==> src/rtl/sio_cfg_pkg.sv <==
package sio_cfg_pkg;
   typedef logic [7:0] byte_t;

   typedef enum logic [1:0] {
      PSEL_NONE  = 2'd0,
      PSEL_INDEX = 2'd1,
      PSEL_DATA  = 2'd2
   } port_sel_e;

   localparam byte_t REG_EXIT   = 8'h02;
   localparam byte_t EXIT_CODE  = 8'h02;
   localparam byte_t REG_BANK   = 8'h07;
   localparam byte_t REG_ID_HI  = 8'h20;
   localparam byte_t REG_ID_LO  = 8'h21;
   localparam byte_t REG_REV    = 8'h22;
   localparam byte_t IDLE_READ  = 8'hFF;
endpackage

==> src/rtl/sio_addr_decode.sv <==
module sio_addr_decode
   import sio_cfg_pkg::*;
#(
   parameter int             AW       = 16,
   parameter int             DEC_BITS = AW,
   parameter logic [AW-1:0]  BASE     = 16'h002E
) (
   input  logic [AW-1:0] addr,
   output port_sel_e     psel
);
   localparam logic [AW-1:0] DATA_ADDR = BASE + 1'b1;

   generate
      if (DEC_BITS >= AW) begin : g_full
         always_comb begin
            if (addr == BASE)           psel = PSEL_INDEX;
            else if (addr == DATA_ADDR) psel = PSEL_DATA;
            else                        psel = PSEL_NONE;
         end
      end else begin : g_partial
         always_comb begin
            if (addr[DEC_BITS-1:0] == BASE[DEC_BITS-1:0])           psel = PSEL_INDEX;
            else if (addr[DEC_BITS-1:0] == DATA_ADDR[DEC_BITS-1:0]) psel = PSEL_DATA;
            else                                                     psel = PSEL_NONE;
         end
      end
   endgenerate
endmodule

==> src/rtl/sio_key_match.sv <==
module sio_key_match
   import sio_cfg_pkg::*;
#(
   parameter int                 KEY_LEN = 4,
   parameter logic [KEY_LEN*8-1:0] KEY_SEQ = 32'h8701_5555
) (
   input  logic  clk,
   input  logic  rst_n,
   input  logic  key_wr,
   input  byte_t key_byte,
   output logic  key_hit
);
   localparam int SW = (KEY_LEN > 1) ? $clog2(KEY_LEN) : 1;
   localparam logic [SW-1:0] LAST = SW'(KEY_LEN - 1);

   byte_t         step_key [KEY_LEN];
   logic [SW-1:0] step;
   logic          match;
   logic          restart;

   generate
      for (genvar i = 0; i < KEY_LEN; i++) begin : g_key
         assign step_key[i] = KEY_SEQ[(KEY_LEN-1-i)*8 +: 8];
      end
   endgenerate

   always_comb begin
      match   = (key_byte == step_key[step]);
      restart = (key_byte == step_key[0]);
      key_hit = key_wr && match && (step == LAST);
   end

   always_ff @(posedge clk) begin
      if (!rst_n) begin
         step <= '0;
      end else if (key_wr) begin
         if (match)        step <= (step == LAST) ? '0 : step + 1'b1;
         else if (restart) step <= SW'(1);
         else              step <= '0;
      end
   end
endmodule

==> src/rtl/sio_cfg_regs.sv <==
module sio_cfg_regs
   import sio_cfg_pkg::*;
#(
   parameter logic [15:0] CHIP_ID  = 16'h8A31,
   parameter logic [3:0]  CHIP_REV = 4'h5,
   parameter byte_t       DEV_BASE = 8'h30
) (
   input  logic  clk,
   input  logic  rst_n,
   input  logic  idx_wr,
   input  logic  dat_wr,
   input  logic  dat_rd,
   input  byte_t wdata,
   input  logic  key_hit,
   input  byte_t dev_rdata,
   output logic  open,
   output byte_t index,
   output byte_t bank,
   output logic  fwd,
   output byte_t rdata
);
   byte_t global_rd;

   always_ff @(posedge clk) begin
      if (!rst_n) begin
         open  <= 1'b0;
         index <= '0;
         bank  <= '0;
      end else begin
         if (!open && key_hit)
            open <= 1'b1;
         else if (open && dat_wr && index == REG_EXIT && wdata == EXIT_CODE)
            open <= 1'b0;
         if (open && idx_wr)
            index <= wdata;
         if (open && dat_wr && index == REG_BANK)
            bank <= wdata;
      end
   end

   always_comb begin
      fwd = (index >= DEV_BASE);
      unique case (index)
         REG_BANK:  global_rd = bank;
         REG_ID_HI: global_rd = CHIP_ID[15:8];
         REG_ID_LO: global_rd = CHIP_ID[7:0];
         REG_REV:   global_rd = {4'h0, CHIP_REV};
         default:   global_rd = 8'h00;
      endcase
      if (!open || !dat_rd) rdata = IDLE_READ;
      else if (fwd)         rdata = dev_rdata;
      else                  rdata = global_rd;
   end
endmodule

==> src/rtl/sio_cfg_port.sv <==
module sio_cfg_port
   import sio_cfg_pkg::*;
#(
   parameter int                   AW       = 16,
   parameter int                   DEC_BITS = AW,
   parameter logic [AW-1:0]        BASE     = 16'h002E,
   parameter logic [15:0]          CHIP_ID  = 16'h8A31,
   parameter logic [3:0]           CHIP_REV = 4'h5,
   parameter logic [7:0]           DEV_BASE = 8'h30,
   parameter int                   KEY_LEN  = 4,
   parameter logic [KEY_LEN*8-1:0] KEY_SEQ  = 32'h8701_5555
) (
   input  logic          clk,
   input  logic          rst_n,
   input  logic          host_wr,
   input  logic          host_rd,
   input  logic [AW-1:0] host_addr,
   input  logic [7:0]    host_wdata,
   output logic [7:0]    host_rdata,
   output logic          dev_wr,
   output logic          dev_rd,
   output logic [7:0]    dev_ldn,
   output logic [7:0]    dev_addr,
   output logic [7:0]    dev_wdata,
   input  logic [7:0]    dev_rdata
);
   generate
      if (KEY_LEN < 2) begin : g_bad_key
         $error("sio_cfg_port: KEY_LEN must be at least 2");
      end
      if (DEV_BASE <= REG_REV) begin : g_bad_base
         $error("sio_cfg_port: DEV_BASE must sit above the global registers");
      end
      if (BASE[0] != 1'b0) begin : g_bad_addr
         $error("sio_cfg_port: BASE must be even");
      end
      if (DEC_BITS < 2 || DEC_BITS > AW) begin : g_bad_dec
         $error("sio_cfg_port: DEC_BITS out of range");
      end
   endgenerate

   port_sel_e psel;
   logic      idx_wr, dat_wr, dat_rd;
   logic      cfg_open;
   logic      key_hit;
   logic      fwd;
   byte_t     index, bank, reg_rdata;

   sio_addr_decode #(.AW(AW), .DEC_BITS(DEC_BITS), .BASE(BASE)) u_dec (
      .addr (host_addr),
      .psel (psel)
   );

   always_comb begin
      idx_wr = host_wr && (psel == PSEL_INDEX);
      dat_wr = host_wr && (psel == PSEL_DATA);
      dat_rd = host_rd && (psel == PSEL_DATA);
   end

   sio_key_match #(.KEY_LEN(KEY_LEN), .KEY_SEQ(KEY_SEQ)) u_key (
      .clk      (clk),
      .rst_n    (rst_n),
      .key_wr   (idx_wr && !cfg_open),
      .key_byte (host_wdata),
      .key_hit  (key_hit)
   );

   sio_cfg_regs #(.CHIP_ID(CHIP_ID), .CHIP_REV(CHIP_REV), .DEV_BASE(DEV_BASE)) u_regs (
      .clk       (clk),
      .rst_n     (rst_n),
      .idx_wr    (idx_wr),
      .dat_wr    (dat_wr),
      .dat_rd    (dat_rd),
      .wdata     (host_wdata),
      .key_hit   (key_hit),
      .dev_rdata (dev_rdata),
      .open      (cfg_open),
      .index     (index),
      .bank      (bank),
      .fwd       (fwd),
      .rdata     (reg_rdata)
   );

   always_comb begin
      dev_wr     = cfg_open && fwd && dat_wr;
      dev_rd     = cfg_open && fwd && dat_rd;
      dev_ldn    = bank;
      dev_addr   = index;
      dev_wdata  = host_wdata;
      host_rdata = reg_rdata;
   end
endmodule

==> config.mk <==
export PLATFORM = sky130hd
export DESIGN_NAME = sio_cfg_port
export DESIGN_NICKNAME = d
export VERILOG_FILES = /design/src/rtl/sio_cfg_pkg.sv /design/src/rtl/sio_addr_decode.sv /design/src/rtl/sio_key_match.sv /design/src/rtl/sio_cfg_regs.sv /design/src/rtl/sio_cfg_port.sv
export SDC_FILE = /design/constraint.sdc
export NUM_CORES = 1
export LEC_CHECK = 0
export ABC_AREA = 1
export BUFFER_PORTS_ARGS = -buffer_cell sky130_fd_sc_hd__buf_2
export CAP_MARGIN = 40
export CORE_UTILIZATION = 40
export DETAILED_ROUTE_END_ITERATION = 6
export GPL_ROUTABILITY_DRIVEN = 0
export HOLD_SLACK_MARGIN = 0.1
export MAX_ROUTING_LAYER = met4
export PLACE_DENSITY = 0.71
export SETUP_SLACK_MARGIN = 0.05
export SYNTH_ARGS = -nofsm -noshare
export SYNTH_HDL_FRONTEND = slang
export SYNTH_SLANG_ARGS = --single-unit
==> constraint.sdc <==
create_clock -name clk -period 1.6 [get_ports clk]
set_clock_uncertainty 0.15 [all_clocks]
set_input_delay 0.08 -clock clk [delete_from_list [all_inputs] [get_ports clk]]
set_output_delay 0.08 -clock clk [all_outputs]
set_load 0.03 [all_outputs]
==> summary.txt <==
Run status
  • Run status: finished with violations
  • Violations in the final reports: negative setup slack

Logic synthesis
  • Summed instance area of the synthesized netlist: 0.001459 mm²
  • Number of nets produced by synthesis: 291
  • Yosys cell types: 25
  • Synthesized instance count: 252
  • Total of flip-flops plus latches after synthesis: 19
  • Sequential-to-total area share from yosys stat: 0.2607
  • Syn Area/Cell: 5.789 µm²
  • Number of synthesis warnings: 0

Flow run
  • Number of max-capacitance violations reported: 0

Timing
  • Count of endpoints failing setup in the final report: 10
  • Final-layout worst hold slack: 0.1170 ns
  • Relative slew slack: 0.8111
  • Setup Total Neg Slack: -0.8518 ns
  • Fin crit period: 1.714 ns
  • Worst-margin pin slew: 0.2834 ns
  • Portion of the clock cycle consumed by the worst path in the final layout: 1.072
  • Setup slack of the critical path after layout: -0.1145 ns
  • RSZ-0062 raised after global routing: yes
  • Maximum achievable frequency: 0.5833 GHz
  • Endpoints failing hold: 0
  • Final count of pins violating max slew: 0

Die
  • Floorplan die height: 62.39 µm
  • Die area: 0.003893 mm²
  • Site row count: 21
  • Standard cell core area: 0.003416 mm²
  • Initial cell density of the core: 0.4271
  • Number of primary I/O pins: 70
  • Die width: 62.39 µm

Critical path
  • Critical Path Start Type: flop
  • Reg2Reg Launch Point: u_regs.index[5]
  • Critical path launch point: u_regs.index[4]
  • Maximum cell stage delay along the critical path: 0.41 ns
  • Data arrival time of the worst path: 1.48 ns
  • Critical path fanouts, max: 4
  • Critical path endpoint: dev_wr
  • Worst flop-to-flop path endpoint: u_regs.bank[5]
  • CP required: 1.37 ns
  • Startpoint-to-endpoint class of the critical path: flop to output port
  • Endpoint kind of the worst setup timing path: output port
  • CP max stage cell: sky130_fd_sc_hd__dfxtp_4
  • CP Cell Sequence: inv_4, o21ai_4, inv_2, nor4_4, buf_6
  • R2R depth: 9
  • Register-to-register setup slack: 0.04 ns

Finish
  • Utilization of the core after routing: 0.6429
  • Antenna diode instance count: 0
  • Post-layout instance count excluding filler cells: 377
  • Cell area after layout: 0.002196 mm²
  • Layout cells sized above 1: 0.4169
  • P&R area growth vs syn: 50.51%
  • Number of filler instances in the final layout: 311
  • Net total in the final layout: 371

Global routing
  • Global-route usage over all layers: 0.2267
  • Global-route wire length before repair: 6810 µm
  • Vias in the first global route: 1610
  • Largest net degree at the start of global routing: 19
  • Grt ovf: 0
  • Number of antenna violations at the first check in global routing: 0

Clock tree
  • Number of buffers created by CTS: 3
  • Cell at the root of the clock tree: sky130_fd_sc_hd__clkbuf_4
  • CTS HTree Levels: 1
  • CTS tree: done
  • Clock sink count: 19
  • Clock insertion delay at the later pin of the skew report: 0.30 ns
  • Number of buffers on the longest clock path: 2
  • Clock input transition at the sequential cells of the worst setup and hold paths: 0.11 ns

Drt
  • Starting DRT DRC Count: 95
  • Antenna-violating nets left: 0
  • Vias: 1734
  • DRC: 0
  • DR pass1 iterations: 4
  • Via density: 4.599
  • Post-detailed-route wirelength per cell: 10.80 µm
  • Final WL: 4071 µm

Power and ir drop
  • Total power draw: 882.3 µW
  • Lkg Pwr: 1.091 nW
  • Peak ir drop on the vdd network: 0.2533 mV
  • P per Cell Area: 401.8 mW/mm²

Place
  • Setup slack at placement: 0.03135 ns
  • Placed wire-length estimate after detailed placement: 2924 µm
  • Port Buffers: 69
  • Placed Area: 0.001832 mm²
  • Cells after DPL: 359

Min path
  • Classification of the worst-slack hold path: input pin to flop
state kept, by name, summed over array words and instances, names as in the netlist:
name	count
u_regs.open	1
u_regs.index	8
u_key.step	2
u_regs.bank	8
what timing repair did:
action	in CTS	in global routing
setup buffers	3	2
hold buffers	9	0
pin swaps	10	11
endpoints found under the hold margin	19	0
endpoints found under the setup margin	10	21
gates resized for setup	37	27
cell families after synthesis:
family / synth area share
buf+inv: 0.1621
simple gates: 0.5043
fa+ha+maj: 0.02573
compound gates: 0.04717
flops: 0.2607
layout make-up:
class | count | area [µm²] | area share
Inverter | 42 | 167.7 | 0.07635
Timing Repair Buffer | 86 | 590.6 | 0.2689
Tap cell | 46 | 57.56 | 0.02621
Sequential cell | 19 | 399.1 | 0.1818
Clock buffer | 3 | 22.52 | 0.01026
Multi-Input combinational cell | 180 | 953.4 | 0.4342
Clock inverter | 1 | 5.005 | 0.002279
per-layer routing:
layer  up-vias  routed length [µm]  global-route usage  share of wire
li1        924                   -                   -              -
met4         0                  79             0.08430          0.019
met5         -                   0                   -              0
met1       750                1876              0.2698           0.46
met2        54                1942              0.3846           0.48
met3         6                 172             0.03650          0.042
Yosys cell counts:
master | n | area share
sky130_fd_sc_hd__nor3_2 | 1 | 0.0069
sky130_fd_sc_hd__dfxtp_1 | 19 | 0.26
sky130_fd_sc_hd__nand3_2 | 1 | 0.0069
sky130_fd_sc_hd__nor3_4 | 1 | 0.011
sky130_fd_sc_hd__buf_1 | 1 | 0.0026
sky130_fd_sc_hd__ha_1 | 3 | 0.026
sky130_fd_sc_hd__a21oi_1 | 8 | 0.027
sky130_fd_sc_hd__nor2_1 | 48 | 0.12
sky130_fd_sc_hd__nor4_1 | 1 | 0.0043
sky130_fd_sc_hd__inv_2 | 8 | 0.021
sky130_fd_sc_hd__and2b_1 | 1 | 0.0051
sky130_fd_sc_hd__nor3_1 | 2 | 0.0069
sky130_fd_sc_hd__nand2_1 | 78 | 0.20
sky130_fd_sc_hd__nand2_2 | 1 | 0.0043
sky130_fd_sc_hd__nor2_2 | 4 | 0.017
sky130_fd_sc_hd__o21ai_0 | 4 | 0.014
sky130_fd_sc_hd__nand4_4 | 1 | 0.015
sky130_fd_sc_hd__clkbuf_1 | 1 | 0.0026
sky130_fd_sc_hd__nand3_1 | 17 | 0.058
sky130_fd_sc_hd__nor2_4 | 3 | 0.023
sky130_fd_sc_hd__nand4_1 | 5 | 0.021
sky130_fd_sc_hd__buf_6 | 1 | 0.0077
sky130_fd_sc_hd__buf_4 | 8 | 0.041
sky130_fd_sc_hd__inv_1 | 34 | 0.087
sky130_fd_sc_hd__o21ai_2 | 1 | 0.0060
layout by cell type (no fill, tap or decap), types with 5 or more instances in the layout:
| master | instances |
|---|---|
| sky130_fd_sc_hd__dfxtp_2 | 6 |
| sky130_fd_sc_hd__dfxtp_1 | 10 |
| sky130_fd_sc_hd__inv_2 | 12 |
| sky130_fd_sc_hd__buf_6 | 12 |
| sky130_fd_sc_hd__dlygate4sd3_1 | 9 |
| sky130_fd_sc_hd__nor2_1 | 42 |
| sky130_fd_sc_hd__nand2_1 | 74 |
| sky130_fd_sc_hd__nor2_2 | 9 |
| sky130_fd_sc_hd__buf_2 | 59 |
| sky130_fd_sc_hd__inv_1 | 26 |
| sky130_fd_sc_hd__nand3_1 | 15 |
| sky130_fd_sc_hd__nand4_1 | 5 |
| sky130_fd_sc_hd__a21oi_1 | 6 |
worst max-delay path, delay by kind of cell, from the launching register on:
kind                   cells  cell delay (ns)
AND/OR/NAND/NOR            1             0.26
flip-flops                 1             0.41
AO/OA/AOI/OAI              1             0.21
buffers and inverters      3             0.31
power by group:
group,total [mW],internal [mW],switching (mW)
clock,0.250,0.0932,0.157
sequential,0.467,0.467,0.000000666
combinational,0.165,0.0699,0.0947
total,0.882,0.631,0.252
how the worst min path moves through the flow:
stage / cells after the start / slack [ns] / endpoint / from
CTS: 6 / 0.10 / u_key.step[0] / host_wr
detailed placement: 2 / 0.29 / dev_wdata[6] / host_wdata[6]
floorplan: 4 / 0.14 / u_regs.index[1] / host_wdata[1]
global route: 6 / 0.14 / u_regs.index[3] / host_wr
finish: 6 / 0.12 / u_regs.index[3] / host_wr
global placement: 2 / 0.29 / dev_wdata[6] / host_wdata[6]
(Power assumes the default switching activity.)
